$ cat config.mk
export PLATFORM = sky130hd
export DESIGN_NAME = gpio_port_irq
export DESIGN_NICKNAME = d
export VERILOG_FILES = /design/src/rtl/gpio_port_pkg.sv /design/src/rtl/gpio_sync.sv /design/src/rtl/gpio_irq_status.sv /design/src/rtl/gpio_mode_bank.sv /design/src/rtl/gpio_port_irq.sv
export SDC_FILE = /design/constraint.sdc
export NUM_CORES = 1
export LEC_CHECK = 0
export BUFFER_PORTS_ARGS = -buffer_cell sky130_fd_sc_hd__buf_2
export CAP_MARGIN = 40
export CORE_ASPECT_RATIO = 2
export CORE_UTILIZATION = 35
export DETAILED_ROUTE_END_ITERATION = 16
export PLACE_DENSITY_LB_ADDON = 0.12
export SLEW_MARGIN = 20
export SYNTH_ARGS = -nofsm -noshare
export SYNTH_HDL_FRONTEND = slang
export SYNTH_SLANG_ARGS = --single-unit
$ cat constraint.sdc
create_clock -name clk -period 1.3 [get_ports clk]
set_input_delay 0.13 -clock clk [delete_from_list [all_inputs] [get_ports clk]]
set_output_delay 0.13 -clock clk [all_outputs]
set_load 0.005 [all_outputs]
$ cat src/rtl/gpio_port_pkg.sv
package gpio_port_pkg;

   localparam int MODE_W = 3;

   typedef enum logic [MODE_W-1:0] {
      DM_PULL_UP     = 3'd0,
      DM_PULL_DOWN   = 3'd1,
      DM_OD_HIGH     = 3'd2,
      DM_OD_LOW      = 3'd3,
      DM_STRONG_FAST = 3'd4,
      DM_STRONG_SLOW = 3'd5,
      DM_HIGH_Z      = 3'd6
   } drive_mode_e;

   localparam int ADR_OUT       = 0;
   localparam int ADR_IN        = 1;
   localparam int ADR_INV       = 2;
   localparam int ADR_PWM       = 3;
   localparam int ADR_MASK      = 4;
   localparam int ADR_STAT      = 5;
   localparam int ADR_MODE_BASE = 8;

   function automatic logic mode_legal(input logic [MODE_W-1:0] code);
      return code <= DM_HIGH_Z;
   endfunction

endpackage

$ cat src/rtl/gpio_sync.sv
module gpio_sync #(
   parameter int WIDTH  = 8,
   parameter int STAGES = 2
) (
   input  logic             clk,
   input  logic             rst_n,
   input  logic [WIDTH-1:0] d,
   output logic [WIDTH-1:0] q
);
   generate
      if (STAGES < 2) begin : g_bad_stages
         $error("gpio_sync: STAGES must be at least 2");
      end
   endgenerate

   logic [WIDTH-1:0] chain [STAGES];

   always_ff @(posedge clk or negedge rst_n) begin
      if (!rst_n) begin
         for (int s = 0; s < STAGES; s++) chain[s] <= '0;
      end else begin
         chain[0] <= d;
         for (int s = 1; s < STAGES; s++) chain[s] <= chain[s-1];
      end
   end

   assign q = chain[STAGES-1];
endmodule

$ cat src/rtl/gpio_irq_status.sv
module gpio_irq_status #(
   parameter int WIDTH = 8,
   parameter int PRIME = 3
) (
   input  logic             clk,
   input  logic             rst_n,
   input  logic [WIDTH-1:0] level,
   input  logic             clr,
   input  logic [WIDTH-1:0] mask,
   output logic [WIDTH-1:0] chg,
   output logic [WIDTH-1:0] status,
   output logic             irq
);
   generate
      if (PRIME < 2) begin : g_bad_prime
         $error("gpio_irq_status: PRIME must be at least 2");
      end
   endgenerate

   logic [WIDTH-1:0] prev;
   logic [PRIME-1:0] warm;
   logic             ready;

   assign ready = warm[PRIME-1];
   assign chg   = ready ? (level ^ prev) : '0;

   always_ff @(posedge clk or negedge rst_n) begin
      if (!rst_n) begin
         warm   <= '0;
         prev   <= '0;
         status <= '0;
      end else begin
         warm   <= {warm[PRIME-2:0], 1'b1};
         prev   <= level;
         status <= (clr ? '0 : status) | chg;
      end
   end

   assign irq = |(status & ~mask);
endmodule

$ cat src/rtl/gpio_mode_bank.sv
module gpio_mode_bank
   import gpio_port_pkg::*;
#(
   parameter int WIDTH = 8
) (
   input  logic                    clk,
   input  logic                    rst_n,
   input  logic [WIDTH-1:0]        we,
   input  logic [MODE_W-1:0]       wcode,
   output logic [WIDTH*MODE_W-1:0] modes
);
   generate
      for (genvar i = 0; i < WIDTH; i++) begin : g_pin
         drive_mode_e mode_q;
         always_ff @(posedge clk or negedge rst_n) begin
            if (!rst_n)                          mode_q <= DM_PULL_UP;
            else if (we[i] && mode_legal(wcode)) mode_q <= drive_mode_e'(wcode);
         end
         assign modes[i*MODE_W +: MODE_W] = mode_q;
      end
   endgenerate
endmodule

$ cat src/rtl/gpio_port_irq.sv
module gpio_port_irq
   import gpio_port_pkg::*;
#(
   parameter int WIDTH       = 8,
   parameter int ADDR_W      = 4,
   parameter int SYNC_STAGES = 2
) (
   input  logic                    clk,
   input  logic                    rst_n,
   input  logic [ADDR_W-1:0]       reg_addr,
   input  logic [WIDTH-1:0]        reg_wdata,
   input  logic                    reg_wr,
   input  logic                    reg_rd,
   output logic [WIDTH-1:0]        reg_rdata,
   input  logic [WIDTH-1:0]        pin_in,
   input  logic [WIDTH-1:0]        pwm_in,
   output logic [WIDTH-1:0]        pin_out,
   output logic [WIDTH*MODE_W-1:0] pin_mode,
   output logic                    irq
);
   localparam int PRIME = SYNC_STAGES + 1;
   localparam int ADDR_SPAN = 1 << ADDR_W;

   generate
      if (WIDTH < MODE_W) begin : g_bad_width
         $error("gpio_port_irq: WIDTH must hold a drive-mode code");
      end
      if (ADDR_SPAN < ADR_MODE_BASE + WIDTH) begin : g_bad_addr
         $error("gpio_port_irq: ADDR_W too small for the mode registers");
      end
   endgenerate

   logic [WIDTH-1:0] out_q, inv_q, pwm_q, mask_q;
   logic [WIDTH-1:0] sync_lvl, chg, status_q;
   logic [WIDTH-1:0] mode_we;
   logic             stat_clr;

   function automatic logic hit(input logic [ADDR_W-1:0] a, input int target);
      return a == ADDR_W'(target);
   endfunction

   always_ff @(posedge clk or negedge rst_n) begin
      if (!rst_n) begin
         out_q  <= '0;
         inv_q  <= '0;
         pwm_q  <= '0;
         mask_q <= '1;
      end else if (reg_wr) begin
         if (hit(reg_addr, ADR_OUT))  out_q  <= reg_wdata;
         if (hit(reg_addr, ADR_INV))  inv_q  <= reg_wdata;
         if (hit(reg_addr, ADR_PWM))  pwm_q  <= reg_wdata;
         if (hit(reg_addr, ADR_MASK)) mask_q <= reg_wdata;
      end
   end

   gpio_sync #(.WIDTH(WIDTH), .STAGES(SYNC_STAGES)) u_sync (
      .clk(clk), .rst_n(rst_n), .d(pin_in), .q(sync_lvl)
   );

   assign stat_clr = reg_rd && hit(reg_addr, ADR_STAT);

   gpio_irq_status #(.WIDTH(WIDTH), .PRIME(PRIME)) u_stat (
      .clk(clk), .rst_n(rst_n), .level(sync_lvl), .clr(stat_clr),
      .mask(mask_q), .chg(chg), .status(status_q), .irq(irq)
   );

   generate
      for (genvar i = 0; i < WIDTH; i++) begin : g_mode_we
         assign mode_we[i] = reg_wr && hit(reg_addr, ADR_MODE_BASE + i);
      end
   endgenerate

   gpio_mode_bank #(.WIDTH(WIDTH)) u_modes (
      .clk(clk), .rst_n(rst_n), .we(mode_we),
      .wcode(reg_wdata[MODE_W-1:0]), .modes(pin_mode)
   );

   assign pin_out = (pwm_q & pwm_in) | (~pwm_q & out_q);

   always_comb begin
      reg_rdata = '0;
      case (int'(reg_addr))
         ADR_OUT:  reg_rdata = out_q;
         ADR_IN:   reg_rdata = sync_lvl ^ inv_q;
         ADR_INV:  reg_rdata = inv_q;
         ADR_PWM:  reg_rdata = pwm_q;
         ADR_MASK: reg_rdata = mask_q;
         ADR_STAT: reg_rdata = status_q;
         default: begin
            for (int i = 0; i < WIDTH; i++)
               if (hit(reg_addr, ADR_MODE_BASE + i))
                  reg_rdata = WIDTH'(pin_mode[i*MODE_W +: MODE_W]);
         end
      endcase
   end
endmodule

==> reports/summary.log <==
qor: setup_path.cp_max_fo 2
qor: power.sw_frac_of_total 0.259
qor: placement.post_dp_cell_area 0.00523 mm^2
qor: power.power_report.internal_total 6.59 mW
qor: clock_network.clk_latency 340 ps
qor: setup_path.crit_path_cell_trace mux4_2, mux2_4, a22oi_2, nand3_1, buf_2
qor: clock_network.numCtsBuffers 9
qor: clock_network.clock_tree.root_cell clkbuf_16
qor: route.finalWirelength 11900 um
qor: sta.final_critical_path_setup_slack -737 ps
qor: floorplanning.initial_standard_cell_utilization_of_the_core 0.357
qor: global_route.pin_count_of_the_biggest_net_entering_global_routing 52
qor: sta.timing.final.hold_violations 0
qor: sta.final_max_slew_viol_count 0
qor: logic_synthesis.postSynthCellCount 326
qor: run_status.violated_checks setup timing
qor: setup_path.worstPathRequired 1170 ps
qor: setup_path.critical_path_class reg -> out
qor: clock_network.clkTransAtPathRegs 60 ps
qor: clock_network.cts-root-to-sink-buffers 2
qor: logic_synthesis.syn-mean-instance-area 12.7 um^2
qor: placement.buffer_ports.inserted 72
qor: global_route.number_of_antenna_violations_at_the_first_check_in_global_routing 0
qor: route.routed_wire_length_per_instance 18.7 um
qor: sta.skew 3.50 ps
qor: logic_synthesis.netlist-cell-type-count 52
qor: setup_path.crit_family multiplexers
qor: placement.gp_congestion 0.859
qor: layout.area_growth 43.2%
qor: global_route.overflow 0
qor: setup_path.timing.reg2reg.worst_path_depth 4
qor: logic_synthesis.mux_share_of_post_synthesis_cell_area 0.200
qor: layout.finish.net_count 521
qor: power.peakVddDrop 0.819 mV
qor: route.drt-met1-wl 4270 um
qor: global_route.grt_first_pass_wirelength 18900 um
qor: setup_path.start_kind register
qor: logic_synthesis.synth-seq-area-share 0.550
qor: logic_synthesis.synthesis.nets 358
qor: sta.period_minus_slack 2040 ps
qor: sta.finalCritPeriodShare 1.57
qor: logic_synthesis.synth_top_family_by_area multiplexers
qor: floorplanning.ioPinCount 73
qor: logic_synthesis.post_synth_xor_area_fraction 0.0169
qor: route.detailroute.wirelength.met3 311 um
qor: setup_path.timing.rr.end u_modes.g_pin[7].mode_q[1]$_DFFE_PN0P_
qor: layout.stdcell_area 0.00595 mm^2
qor: worst_hold_path.timing.hold.worst.start reg_wdata[6]
qor: setup_path.max_stage_delay 490 ps
qor: setup_path.crit_buf_inv 1
qor: sta.grt_setup_unrepaired yes
qor: route.final_antenna_net_count 0
qor: logic_synthesis.synth-edff-count 0
qor: layout.antenna_cells 0
qor: logic_synthesis.yosys_warnings 0
qor: route.met2_wire_len 6950 um
qor: flow_run.maxCapViolCount 0
qor: placement.dp_hpwl 9060 um
qor: power.p_comb_frac 0.247
qor: layout.fillerInstances 1100
qor: logic_synthesis.yosys.area_share.simple 0.0939
qor: logic_synthesis.ys_dominant_reg_cell dfrtp_1
qor: run_status.status finished, violations left
qor: route.drc_errors 0
qor: floorplanning.dieHeight 156 um
qor: sta.final.setup.tns -4030 ps
qor: power.seq_power_share 0.419
qor: global_route.first_global_vias 3447
qor: setup_path.worst-path-stages 5
qor: sta.clock.fmax 491 MHz
qor: floorplanning.die_width 79.0 um
qor: clock_network.cts_tree done
qor: power.p_leak 2.80 nW
qor: route.detail_route.vias_per_cell 5.05
qor: sta.setup_viol 18
qor: route.first_pass_iters 4
qor: setup_path.setup.worst_path.end_class primary output
qor: setup_path.rr_startpoint u_modes.g_pin[7].mode_q[1]$_DFFE_PN0P_
qor: clock_network.tritoncts_num_sinks 91
qor: global_route.global_routing_usage_summed_across_all_routing_layers 0.212
qor: floorplanning.core_region_area 0.0116 mm^2
qor: route.detailroute.via_count 3225
qor: logic_synthesis.synthAdderAreaFrac 0
qor: layout.layout-drive-gt1-share 0.458
qor: setup_path.r2r_slack 170 ps
qor: setup_path.slowest_stage mux4_2
qor: setup_path.worst_ep_arrival_time 1910 ps
qor: power.p_sw 2.31 mW
qor: route.drtIter0Drc 106
qor: worst_hold_path.hp-class in -> reg
qor: floorplanning.number_of_placement_rows 56
qor: logic_synthesis.synth_compound_gate_area_share 0.108
qor: clock_network.cts-htree-levels 3
qor: floorplanning.die-area 0.0123 mm^2
qor: logic_synthesis.async_reset_ff_frac 1.00
qor: route.top_layer met4
qor: logic_synthesis.ys_seq_elements 91
qor: logic_synthesis.synth_area 0.00416 mm^2
qor: setup_path.crit_start u_modes.g_pin[7].mode_q[1]$_DFFE_PN0P_
qor: power.pwr_per_cell_area 1500 mW/mm^2
qor: setup_path.worst_setup_path_endpoint reg_rdata[1]
qor: power.share_clk_of_total_power 0.334
-- flip-flops by register name, summed over array words and instances (netlist names) --
signal	flops
out_q	8
u_sync.chain	8
pwm_q	8
inv_q	8
mask_q	8
u_modes.g_pin.mode_q	24
u_stat.warm	3
u_sync.q	8
u_stat.status	8
u_stat.prev	8
-- worst reg2reg max path, delay by kind of cell (launching register included) --
kind | cells | cell delay, ps
buffers and inverters | 3 | 360
multiplexers | 1 | 280
flip-flops | 1 | 380
-- logic make-up after synthesis --
group | Yosys count
buf+inv | 27
other cells | 1
flops | 91
mux | 72
xor+xnor | 8
simple gates | 67
compound gates | 60
-- placed cells by master (no fill, tap or decap), types with 3 or more instances in the layout --
cell / instances
nor2b_1: 5
mux2_4: 6
mux2_1: 55
dlygate4sd3_1: 9
buf_6: 19
inv_2: 3
dfstp_2: 8
buf_4: 74
nor2_1: 14
a22oi_2: 4
buf_2: 63
dfrtp_1: 81
xor2_1: 8
clkbuf_16: 9
nand2_1: 11
o22ai_1: 7
mux2_2: 6
a22o_1: 18
buf_12: 4
nand2b_1: 9
a21oi_1: 5
nand2_2: 3
o21ai_0: 6
nand3_1: 8
bufinv_16: 3
inv_1: 7
-- repair_timing --
item                                   in CTS  in global routing
setup endpoints to repair                  17                 18
endpoints found under the hold margin      91                  0
resized for setup                          24                 27
setup buffers                              10                  9
hold buffers                                9                  0
pin swaps                                  13                  9
-- Yosys cell counts, types with 2 or more instances --
| master | instances | area [um^2] |
|---|---|---|
| clkbuf_1 | 3 | 11.3 |
| a22o_1 | 18 | 158 |
| inv_1 | 9 | 33.8 |
| buf_4 | 3 | 22.5 |
| dfrtp_1 | 83 | 2080 |
| mux4_2 | 2 | 45.0 |
| nor2_1 | 14 | 52.6 |
| o22ai_1 | 7 | 43.8 |
| o21bai_1 | 2 | 15.0 |
| a22oi_1 | 6 | 45.0 |
| o21ai_0 | 8 | 40.0 |
| nor3b_1 | 3 | 22.5 |
| dfstp_2 | 8 | 210 |
| nand2_1 | 12 | 45.0 |
| o2111ai_1 | 2 | 17.5 |
| nand2_2 | 2 | 12.5 |
| mux2_1 | 55 | 619 |
| nor2b_1 | 6 | 37.5 |
| xor2_1 | 8 | 70.1 |
| nand3_1 | 8 | 40.0 |
| a21oi_1 | 5 | 25.0 |
| nand2b_1 | 9 | 56.3 |
| buf_2 | 10 | 50.1 |
| mux2_2 | 12 | 135 |
| mux2i_1 | 3 | 30.0 |
| nand3_2 | 2 | 20.0 |
-- how the worst min path moves through the flow --
stage / endpoint / cells after the start
final: out_q[6]$_DFFE_PN0P_ / 2
after global routing: pwm_q[6]$_DFFE_PN0P_ / 2
after CTS: out_q[6]$_DFFE_PN0P_ / 2
after detailed placement: u_stat.prev[4]$_DFF_PN0_ / 2
after global placement: u_stat.prev[6]$_DFF_PN0_ / 2
after floorplan: inv_q[0]$_DFFE_PN0P_ / 0
-- per-stage QoR --
| step | worst slack, ps | hold WS, ps | utilization | power [mW] | instances |
|---|---|---|---|---|---|
| finish | -737 | 75.3 | 0.512 | 8.90 | 638 |
| global placement | -400 | 134 | 0.450 | 5.59 | 600 |
| CTS | -745 | 67.3 | 0.500 | 8.86 | 634 |
| global route | -812 | 77.9 | 0.512 | 9.37 | 638 |
| floorplan | -172 | -166 | - | 4.48 | 326 |
| detailed placement | -392 | 130 | 0.450 | 5.63 | 600 |
-- power by group through the flow --
stage / Clock (mW) / Combinational, mW / Sequential, mW
CTS: 3.06 / 2.07 / 3.73
detailed placement: 0 / 1.85 / 3.78
global route: 3.16 / 2.43 / 3.78
global placement: 0 / 1.83 / 3.77
finish: 2.97 / 2.20 / 3.73
floorplan: 0 / 0.796 / 3.68
-- cell type report --
class,count,area [um^2],area share
multi-input combinational,208,1850,0.311
tap,145,181,0.0305
sequential,91,2290,0.385
timing repair buffer,169,1250,0.211
clock inverter,6,113,0.0189
clock buffer,9,225,0.0378
inverter,10,37.5,0.00631
-- layer usage --
layer  vias up  track usage
li1       1514            -
met1      1629        0.220
met3        17       0.0368
met2        65        0.405
met4         0       0.0883
met5         -            0
Note: power is estimated with default switching activity, not from simulation.
